## config.mk

```make
export PLATFORM = sky130hd
export DESIGN_NAME = sysctl_regbank
export DESIGN_NICKNAME = d
export VERILOG_FILES = /design/src/rtl/sysctl_pkg.sv /design/src/rtl/sysctl_decode.sv /design/src/rtl/sysctl_keyed_osc.sv /design/src/rtl/sysctl_flag_reg.sv /design/src/rtl/sysctl_idrom.sv /design/src/rtl/sysctl_regbank.sv
export SDC_FILE = /design/constraint.sdc
export NUM_CORES = 1
export LEC_CHECK = 0
export BUFFER_PORTS_ARGS = -buffer_cell sky130_fd_sc_hd__buf_2
export CAP_MARGIN = 20
export CORE_MARGIN = 2
export CORE_UTILIZATION = 45
export CTS_CLUSTER_SIZE = 10
export DETAILED_ROUTE_END_ITERATION = 16
export PLACE_DENSITY_LB_ADDON = 0.1
export SLEW_MARGIN = 25
export SYNTH_ARGS = -nofsm -noshare
export SYNTH_HDL_FRONTEND = slang
export SYNTH_HIERARCHICAL = 1
export SYNTH_SLANG_ARGS = --single-unit
```

## constraint.sdc

```tcl
create_clock -name clk -period 4.15 [get_ports clk]
set_input_delay 0.6225 -clock clk [delete_from_list [all_inputs] [get_ports clk]]
set_output_delay 0.6225 -clock clk [all_outputs]
set_load 0.02 [all_outputs]
```

## src/rtl/sysctl_pkg.sv

```systemverilog
package sysctl_pkg;

    localparam logic [31:0] ID_WORD    = 32'h411A3001;
    localparam logic [31:0] STAT_WORD  = 32'h00100000;
    localparam logic [15:0] UNLOCK_KEY = 16'hA05F;
    localparam logic [31:0] OSC_RST    = 32'h01000048;
    localparam logic [31:0] AUX_RST    = 32'h0007FEFF;
    localparam logic [31:0] SDRAM_BASE = 32'h00011122;
    localparam logic [31:0] INIT_RST   = 32'h00000112;

    typedef enum logic [3:0] {
        RG_NONE, RG_ID, RG_PROC, RG_OSC, RG_CTRL, RG_STAT, RG_LOCK, RG_AUX,
        RG_SDRAM, RG_INIT, RG_FLAG_SET, RG_FLAG_CLR, RG_NV_SET, RG_NV_CLR,
        RG_VOLT, RG_WIN
    } reg_sel_e;

    typedef struct packed {
        reg_sel_e    sel;
        logic        rd_ok;
        logic        wr_ok;
        logic [4:0]  win_idx;
        logic        win_hi;
    } dec_t;

    function automatic logic [4:0] size_code(input int mb);
        if (mb >= 256)      return 5'h10;
        else if (mb >= 128) return 5'h0C;
        else if (mb >= 64)  return 5'h08;
        else if (mb >= 32)  return 5'h04;
        else                return 5'h00;
    endfunction

    function automatic logic [7:0] size_byte(input int mb);
        if (mb >= 256)      return 8'd64;
        else if (mb >= 128) return 8'd32;
        else if (mb >= 64)  return 8'd16;
        else if (mb >= 32)  return 8'd4;
        else                return 8'd2;
    endfunction

    function automatic logic [7:0] id_byte(input logic [4:0] idx, input int mb);
        case (idx)
            5'd0:  return 8'd128;
            5'd1:  return 8'd8;
            5'd2:  return 8'd4;
            5'd3:  return 8'd11;
            5'd4:  return 8'd9;
            5'd5:  return 8'd1;
            5'd6:  return 8'd64;
            5'd8:  return 8'd2;
            5'd9:  return 8'hA0;
            5'd10: return 8'hA0;
            5'd13: return 8'd8;
            5'd15: return 8'd1;
            5'd16: return 8'h0E;
            5'd17: return 8'd4;
            5'd18: return 8'h1C;
            5'd19: return 8'd1;
            5'd20: return 8'd2;
            5'd21: return 8'h20;
            5'd22: return 8'hC0;
            5'd27: return 8'h30;
            5'd28: return 8'h28;
            5'd29: return 8'h30;
            5'd30: return 8'h28;
            5'd31: return size_byte(mb);
            default: return 8'h00;
        endcase
    endfunction

endpackage

```

## src/rtl/sysctl_decode.sv

```systemverilog
module sysctl_decode
    import sysctl_pkg::*;
#(
    parameter int AW = 9
) (
    input  logic [AW-1:0] addr,
    output dec_t          dec
);
    localparam int WORD_LSB = 2;
    localparam int WORD_MSB = 8;

    logic [WORD_MSB-WORD_LSB:0] word;
    logic                       in_map;

    assign word   = addr[WORD_MSB:WORD_LSB];
    assign in_map = ((addr >> (WORD_MSB + 1)) == '0) && (addr[1:0] == 2'b00);

    always_comb begin
        dec         = '0;
        dec.sel     = RG_NONE;
        dec.win_idx = word[4:0];
        dec.win_hi  = word[5];
        if (in_map) begin
            if (word[6]) begin
                dec.sel   = RG_WIN;
                dec.rd_ok = 1'b1;
            end else begin
                case (word)
                    7'd0:  begin dec.sel = RG_ID;       dec.rd_ok = 1'b1; end
                    7'd1:  begin dec.sel = RG_PROC;     dec.rd_ok = 1'b1; end
                    7'd2:  begin dec.sel = RG_OSC;      dec.rd_ok = 1'b1; dec.wr_ok = 1'b1; end
                    7'd3:  begin dec.sel = RG_CTRL;     dec.rd_ok = 1'b1; dec.wr_ok = 1'b1; end
                    7'd4:  begin dec.sel = RG_STAT;     dec.rd_ok = 1'b1; end
                    7'd5:  begin dec.sel = RG_LOCK;     dec.rd_ok = 1'b1; dec.wr_ok = 1'b1; end
                    7'd7:  begin dec.sel = RG_AUX;      dec.rd_ok = 1'b1; dec.wr_ok = 1'b1; end
                    7'd8:  begin dec.sel = RG_SDRAM;    dec.rd_ok = 1'b1; dec.wr_ok = 1'b1; end
                    7'd9:  begin dec.sel = RG_INIT;     dec.rd_ok = 1'b1; dec.wr_ok = 1'b1; end
                    7'd12: begin dec.sel = RG_FLAG_SET; dec.rd_ok = 1'b1; dec.wr_ok = 1'b1; end
                    7'd13: begin dec.sel = RG_FLAG_CLR; dec.wr_ok = 1'b1; end
                    7'd14: begin dec.sel = RG_NV_SET;   dec.rd_ok = 1'b1; dec.wr_ok = 1'b1; end
                    7'd15: begin dec.sel = RG_NV_CLR;   dec.wr_ok = 1'b1; end
                    7'd32, 7'd33, 7'd34, 7'd35:
                           begin dec.sel = RG_VOLT;     dec.rd_ok = 1'b1; dec.wr_ok = 1'b1; end
                    default: dec.sel = RG_NONE;
                endcase
            end
        end
    end
endmodule

```

## src/rtl/sysctl_keyed_osc.sv

```systemverilog
module sysctl_keyed_osc
    import sysctl_pkg::*;
#(
    parameter int DW = 32
) (
    input  logic          clk,
    input  logic          rst,
    input  logic          wr_lock,
    input  logic          wr_osc,
    input  logic          wr_aux,
    input  logic [DW-1:0] wdata,
    output logic [15:0]   lock_q,
    output logic [DW-1:0] osc_q,
    output logic [DW-1:0] aux_q
);
    logic unlocked;
    assign unlocked = (lock_q == UNLOCK_KEY);

    always_ff @(posedge clk) begin
        if (rst) begin
            lock_q <= '0;
            osc_q  <= OSC_RST;
            aux_q  <= AUX_RST;
        end else begin
            if (wr_lock)             lock_q <= wdata[15:0];
            if (wr_osc && unlocked)  osc_q  <= wdata;
            if (wr_aux && unlocked)  aux_q  <= wdata;
        end
    end

    AST_OSC_LOCKED: assert property (@(posedge clk) disable iff (rst)
        (wr_osc && lock_q != UNLOCK_KEY) |=> $stable(osc_q));
    AST_AUX_LOCKED: assert property (@(posedge clk) disable iff (rst)
        (wr_aux && lock_q != UNLOCK_KEY) |=> $stable(aux_q));
endmodule

```

## src/rtl/sysctl_flag_reg.sv

```systemverilog
module sysctl_flag_reg #(
    parameter int DW          = 32,
    parameter bit CLR_ON_SOFT = 1'b1
) (
    input  logic          clk,
    input  logic          rst,
    input  logic          soft_clr,
    input  logic          set_wr,
    input  logic          clr_wr,
    input  logic [DW-1:0] wdata,
    output logic [DW-1:0] val_q
);
    logic [DW-1:0] base, nxt;

    generate
        if (CLR_ON_SOFT) begin : g_volatile
            assign base = soft_clr ? '0 : val_q;
            AST_SOFT_CLEARS: assert property (@(posedge clk) disable iff (rst)
                (soft_clr && !set_wr) |=> (val_q == '0));
        end else begin : g_keep
            logic unused_soft;
            assign unused_soft = soft_clr;
            assign base = val_q;
            AST_SOFT_KEEPS: assert property (@(posedge clk) disable iff (rst)
                (soft_clr && !set_wr && !clr_wr) |=> $stable(val_q));
        end
    endgenerate

    always_comb begin
        nxt = base;
        if (set_wr) nxt = nxt | wdata;
        if (clr_wr) nxt = nxt & ~wdata;
    end

    always_ff @(posedge clk) begin
        if (rst) val_q <= '0;
        else     val_q <= nxt;
    end
endmodule

```

## src/rtl/sysctl_idrom.sv

```systemverilog
module sysctl_idrom
    import sysctl_pkg::*;
#(
    parameter int MEM_MB = 128
) (
    input  logic [4:0] idx,
    input  logic       hi,
    output logic [7:0] data
);
    assign data = hi ? 8'h00 : id_byte(idx, MEM_MB);
endmodule

```

## src/rtl/sysctl_regbank.sv

```systemverilog
module sysctl_regbank
    import sysctl_pkg::*;
#(
    parameter int AW     = 9,
    parameter int MEM_MB = 128
) (
    input  logic          clk,
    input  logic          rst,
    input  logic          bus_sel,
    input  logic          bus_wr,
    input  logic [AW-1:0] bus_addr,
    input  logic [31:0]   bus_wdata,
    output logic [31:0]   bus_rdata,
    output logic          bus_err,
    output logic          remap_sel,
    output logic          reset_req,
    output logic          led_on
);
    localparam int          DW        = 32;
    localparam logic [31:0] SDRAM_RST = SDRAM_BASE | {27'b0, size_code(MEM_MB)};

    dec_t          dec;
    logic          wr_en, rd_en, bad;
    logic [15:0]   lock_q;
    logic [DW-1:0] osc_q, aux_q, sdram_q, init_q, flags_q, nv_q, rd_mux;
    logic [1:0]    ctrl_q;
    logic [7:0]    id_data;
    logic          ctrl_wr;

    sysctl_decode #(.AW(AW)) u_dec (.addr(bus_addr), .dec(dec));

    assign wr_en   = bus_sel && bus_wr && dec.wr_ok;
    assign rd_en   = bus_sel && !bus_wr && dec.rd_ok;
    assign bad     = bus_sel && (bus_wr ? !dec.wr_ok : !dec.rd_ok);
    assign ctrl_wr = wr_en && dec.sel == RG_CTRL;

    sysctl_keyed_osc #(.DW(DW)) u_osc (
        .clk(clk), .rst(rst),
        .wr_lock(wr_en && dec.sel == RG_LOCK),
        .wr_osc (wr_en && dec.sel == RG_OSC),
        .wr_aux (wr_en && dec.sel == RG_AUX),
        .wdata(bus_wdata), .lock_q(lock_q), .osc_q(osc_q), .aux_q(aux_q)
    );

    sysctl_flag_reg #(.DW(DW), .CLR_ON_SOFT(1'b1)) u_flags (
        .clk(clk), .rst(rst), .soft_clr(reset_req),
        .set_wr(wr_en && dec.sel == RG_FLAG_SET),
        .clr_wr(wr_en && dec.sel == RG_FLAG_CLR),
        .wdata(bus_wdata), .val_q(flags_q)
    );

    sysctl_flag_reg #(.DW(DW), .CLR_ON_SOFT(1'b0)) u_nvflags (
        .clk(clk), .rst(rst), .soft_clr(reset_req),
        .set_wr(wr_en && dec.sel == RG_NV_SET),
        .clr_wr(wr_en && dec.sel == RG_NV_CLR),
        .wdata(bus_wdata), .val_q(nv_q)
    );

    sysctl_idrom #(.MEM_MB(MEM_MB)) u_idrom (
        .idx(dec.win_idx), .hi(dec.win_hi), .data(id_data)
    );

    // ctrl_q = {remap, led}; the reset-request pulse wins over a write
    always_ff @(posedge clk) begin
        if (rst) begin
            ctrl_q    <= '0;
            reset_req <= 1'b0;
            sdram_q   <= SDRAM_RST;
            init_q    <= INIT_RST;
        end else begin
            reset_req <= ctrl_wr && bus_wdata[3];
            if (reset_req)    ctrl_q <= '0;
            else if (ctrl_wr) ctrl_q <= {bus_wdata[2], bus_wdata[0]};
            if (wr_en && dec.sel == RG_SDRAM) sdram_q <= bus_wdata;
            if (wr_en && dec.sel == RG_INIT)  init_q  <= bus_wdata;
        end
    end

    assign remap_sel = ctrl_q[1];
    assign led_on    = ctrl_q[0];

    always_comb begin
        case (dec.sel)
            RG_ID:       rd_mux = ID_WORD;
            RG_STAT:     rd_mux = STAT_WORD;
            RG_OSC:      rd_mux = osc_q;
            RG_AUX:      rd_mux = aux_q;
            RG_CTRL:     rd_mux = {29'b0, ctrl_q[1], 1'b0, ctrl_q[0]};
            RG_LOCK:     rd_mux = (lock_q == UNLOCK_KEY) ? {15'b0, 1'b1, lock_q}
                                                         : {16'b0, lock_q};
            RG_SDRAM:    rd_mux = sdram_q;
            RG_INIT:     rd_mux = init_q;
            RG_FLAG_SET: rd_mux = flags_q;
            RG_NV_SET:   rd_mux = nv_q;
            RG_WIN:      rd_mux = {24'b0, id_data};
            default:     rd_mux = '0;
        endcase
    end

    always_ff @(posedge clk) begin
        if (rst) begin
            bus_rdata <= '0;
            bus_err   <= 1'b0;
        end else begin
            bus_rdata <= rd_en ? rd_mux : '0;
            bus_err   <= bad;
        end
    end

    AST_CTRL_HOLD: assert property (@(posedge clk) disable iff (rst)
        (!ctrl_wr && !reset_req) |=> $stable(ctrl_q));
    AST_REQ_CLEARS_OUT: assert property (@(posedge clk) disable iff (rst)
        reset_req |=> (!led_on && !remap_sel));
    AST_UPPER_WIN_ZERO: assert property (@(posedge clk) disable iff (rst)
        (bus_sel && !bus_wr && dec.sel == RG_WIN && dec.win_hi) |=> (bus_rdata == '0));
    AST_ERR_AFTER_ACCESS: assert property (@(posedge clk) disable iff (rst)
        bus_err |-> $past(bus_sel));
endmodule

```

# == Word level (Yosys, flattened, before mapping) ==
# Index checks and enable logic that the tools add are counted.
# Widths: inputs -> output; s select.
# totals
register_bits,244
output_inout_bits,36
word_cells,123
# classes
n_eq_ne,53
muxes,16
bitwise_logic,6
n_reduce_logical,37
# ops
cell,n
$pmux 32 s11,1
$mux 32,5
$pmux 8 s15,1
$and 32x32->32,2
$or 32x32->32,2
$eq 5x5->1 const B,12
$pmux 4 s14,1
$eq 7x4->1 const B,6
$not 32->32,1
$eq 4x4->1 const B,7
$eq 7x6->1 const B,4
$eq 5x4->1 const B,5
$eq 7x3->1 const B,3
$logic_and 1x1->1,18
$reduce_or 2->1,9
$mux 17,1
$eq 16x16->1 const B,1
$eq 4x3->1 const B,4
$eq 5x3->1 const B,3
$reduce_or 15->1,1
$eq 7x2->1 const B,2
$reduce_or 14->1,1
$eq 5x2->1 const B,2
$mux 8,1
other kinds (14),19

# == Logic depth before layout (Yosys ltp) ==
# logic_depth
depth_word,10
ltp_mapped,16
depth_no_buf,10

# == Modules after synthesis ==
# Netlist, hierarchy kept.
# by_module_without_submodules
module,instances,cells_per_inst,area_each_um2,seq_area_each_um2
sysctl_regbank,1,565,4644.5,2001.9
sysctl_keyed_osc,1,348,3125.5,1601.5
sysctl_flag_reg at u_flags,1,140,1510.2,640.6
sysctl_flag_reg at u_nvflags,1,105,1261.2,640.6
sysctl_idrom,1,47,317.8,0.0
sysctl_decode,1,49,309.0,0.0

# == Worst setup path before layout ==
# Ideal clock, no wire load.
# synth_path
path_type,in2reg
startpoint,in bus_addr[2]
endpoint,reg u_osc.aux_q[10]
t_arrival_ns,3.177
t_required_ns,4.078
path_slack_ns,0.902
stages,14
path_buffers,6
path_cell_list,buf_6 or4b_1 o221ai_1 a31oi_1 nor2_1 and3_1 buf_4 buf_6 and2_1 clkbuf_1 and2_1 buf_4 buf_6 mux2i_1
# synth_lines
item,line,source
start: declaration,sysctl_regbank.sv:11,"input logic [AW-1:0] bus_addr,"
end signal: assignment,sysctl_keyed_osc.sv:27,if (wr_aux && unlocked) aux_q <= wdata;
end: declaration,sysctl_keyed_osc.sv:14,output logic [DW-1:0] aux_q

==> impl_metrics.toml <==
[worst_setup_path]
critPathMaxStageDelay_ns = 0.70
cp_slowest_cell = "and3_1"
rrSetupSlack_ns = 1.56
cp_common_cell = "buf_4"
crit_buf_inv = 3
timing.rr.start = "u_osc/lock_q[8]"
crit_path_end_kind = "flop"
r2r-end = "u_osc/osc_q[31]"
crit_chain = "buf_2 -> mux2i_1 -> o221ai_1 -> a31oi_1 -> nor2_2 -> buf_4 -> nor2_1 -> and3_1 -> buf_4 -> nand2_1 -> a21oi_1"
crit_path_start_kind = "input pin"
path_class = "in2reg"
cp_max_fo = 27
required_ns = 4.61
r2r_cells = 4
cpLargestDelayFamily = "simple AND/OR/NAND/NOR gates"
worst-endpoint-arrival_ns = 3.49

[clock_tree]
numCtsBuffers = 29
cts_hold_buffers = 0
htreeDepth = 1
ctsLongestPathBuffers = 3
cts_tree = "built"
postCtsSetupRepairBufs = 0
cts_sinks = 244
cts_resized = 0
cts.clk_slew.worst_paths_ns = 0.06
clk_latency_ns = 0.55
cts_root_buf = "clkbuf_16"

[placement]
gp_congestion = 0.797
hpwl_um = 20800
placed_area_um2 = 11700
placed_cells = 1583
numPortBuffers = 80

[routing]
viasPerCell = 6.00
drt-pass1-iter-count = 5
postRouteAntennaNets = 0
wl_per_cell_um = 21.1
route.detailed.drc = 0
drt_iter0_markers = 929
routed_wl_um = 34200
vias = 9727

[yosys]
syn-cell-area_um2 = 11200
yosysTopAreaCellShare_pct = 43.7
synth_xor_area_share_pct = 0.471
syn_inst = 1254
netlist-cell-type-count = 63
synth-simple-area-share_pct = 18.5
yosys_most_used_dff = "dfxtp_1"
yosys.area_share.adder_pct = 0
yosysTopAreaCell = "dfxtp_1"
synth_top_family_by_area = "compound AO/OA/AOI/OAI gates"
yosysWarnings = 6
synthMuxAreaShare_pct = 3.89
ys_async_sr_fraction_pct = 0
yosysSeqAreaShare_pct = 43.7
yosys-top-cells-area = "dfxtp_1, a21oi_1, nand2_1"
postSynthNetCount = 1299
synth_edf_count = 0
syn_avg_cell_area_um2 = 8.91
synth_compound_area_share_pct = 26.8
ys_ff_latch = 244

[sta]
min_period_ns = 3.03
finClkSkew_ns = 0.0226
report.final.slew_viol_count = 0
fin_crit_sh_pct = 73.0
slew_headroom_pct = 27.4
max_slew.worst_pin.slew_ns = 1.09
setup_viol = 0
hold_viol_final = 0
rsz0062_at_grt = "false"
finalSetupTns_ns = 0
fmax_ghz = 0.330

[job]
maxCapViolCount = 0

[status]
status = "finished, final reports clean"

[die]
io_pins = 81
rows = 57
fp.dieW_um = 162
core_area_um2 = 24300
dieArea_um2 = 26100
start_util_pct = 45.9
chipHeight_um = 162

[worst_hold_path]
hold_class = "in2reg"
hold-path-cell-count = 2
hold_end = "bus_err"
hp-start = "bus_sel"

[final_layout]
syn_to_final_growth_pct = 12.2
final_area_um2 = 12500
final_cells = 1621
drive_gt1_share_pct = 19.7
antennaDiodeCount = 0
final_common_cell = "dfxtp_1"
layout_common_cells = "dfxtp_1, nand2_1, a21oi_1"
fin_nets = 1335
fillCellCount = 2286

[pwr]
ir_drop_uv = 231
powerDensity_nw_per_um2 = 383
leakage_nw = 4.03

[global_routing]
grt_pass1_vias = 9164
overflow = 0
antenna_found_initial = 0
grt_use_total_pct = 25.7
grt_pass1_wl_um = 53300
grt_max_degree = 95
==> synthesized netlist by cell type, types with 6 or more instances <==
cell,number
dfxtp_1,244
nor2_1,67
nand3b_1,10
a221oi_1,11
o21ai_0,7
nand2_1,184
clkbuf_1,47
a211oi_1,6
nand3_1,52
and3_1,8
a221oi_2,31
inv_1,8
and2_1,6
nor3b_1,6
buf_6,18
a31oi_1,36
mux2i_1,40
a211oi_2,30
a21oi_1,144
a22o_1,17
o21ai_1,38
a22oi_1,56
nor3_1,9
a222oi_1,11
buf_2,43
nand2b_1,39
buf_4,16
nor2b_1,6
==> worst max path at each step <==
stage                      startpoint               to  slack (ns)  cells after the start
after floorplan           bus_addr[2]  u_osc/aux_q[10]        0.90                     14
after global placement    bus_addr[5]      sdram_q[25]        0.64                     11
after detailed placement  bus_addr[5]       sdram_q[0]        0.61                     11
after CTS                 bus_addr[5]       sdram_q[0]        1.17                     11
after global routing      bus_addr[4]  u_osc/osc_q[13]        0.89                     11
final                     bus_addr[5]       sdram_q[4]        1.12                     11
==> layer usage <==
metal	vias to the layer above	routed length, um	GRT usage [%]
met3	45	2400	3.70
li1	4616	-	-
met5	-	0	0
met1	4724	16000	37.8
met2	342	15300	39.6
met4	0	554	6.21
==> power breakdown <==
part	internal (mW)	switching [mW]
logic	0.0627	0.173
registers	2.34	0.000326
clock network	1.26	0.949
total	3.67	1.12
==> area by class of cell <==
cell class	count	area, um2	area share, %
clock inverter	3	22.5	0.180
multi-input combinational	878	5610	44.8
tap	324	405	3.24
inverter	8	30.0	0.240
timing repair buffer	129	818	6.53
clock buffer	35	758	6.05
sequential	244	4880	39.0
==> through the flow <==
stage / total power, mW / util (%) / setup slack [ns] / hold slack, ns
3_3_place_gp: 2.63 / 48.3 / 0.642 / 0.441
5_1_grt: 4.95 / 51.5 / 0.893 / 0.355
2_1_floorplan: 2.53 / - / 0.902 / 0.434
6_report: 4.79 / 51.5 / 1.12 / 0.356
3_5_place_dp: 2.63 / 48.3 / 0.607 / 0.446
4_1_cts: 4.82 / 51.5 / 1.17 / 0.348
==> flip-flops by register name, indices dropped and copies added, names as in the netlist <==
name,count
u_nvflags/val_q,32
u_osc/aux_q,32
sdram_q,32
u_flags/val_q,32
bus_err,1
reset_req,1
u_osc/lock_q,16
bus_rdata,32
init_q,32
ctrl_q,2
u_osc/osc_q,32
==> cells by family after synthesis <==
logic type / Yosys count
AO/OA/AOI/OAI: 406
XOR/XNOR: 6
buffers and inverters: 132
flip-flops: 244
multiplexers: 43
AND/OR/NAND/NOR: 423
==> worst register-to-register path, cell delays in order (launching register included) <==
cell and delay, ns:
dfxtp_1 0.35, or4_4 0.55, or4_2 1.08, o21ai_0 0.37, a21oi_1 0.10
No activity file was read; power rests on OpenSTA's default activity.
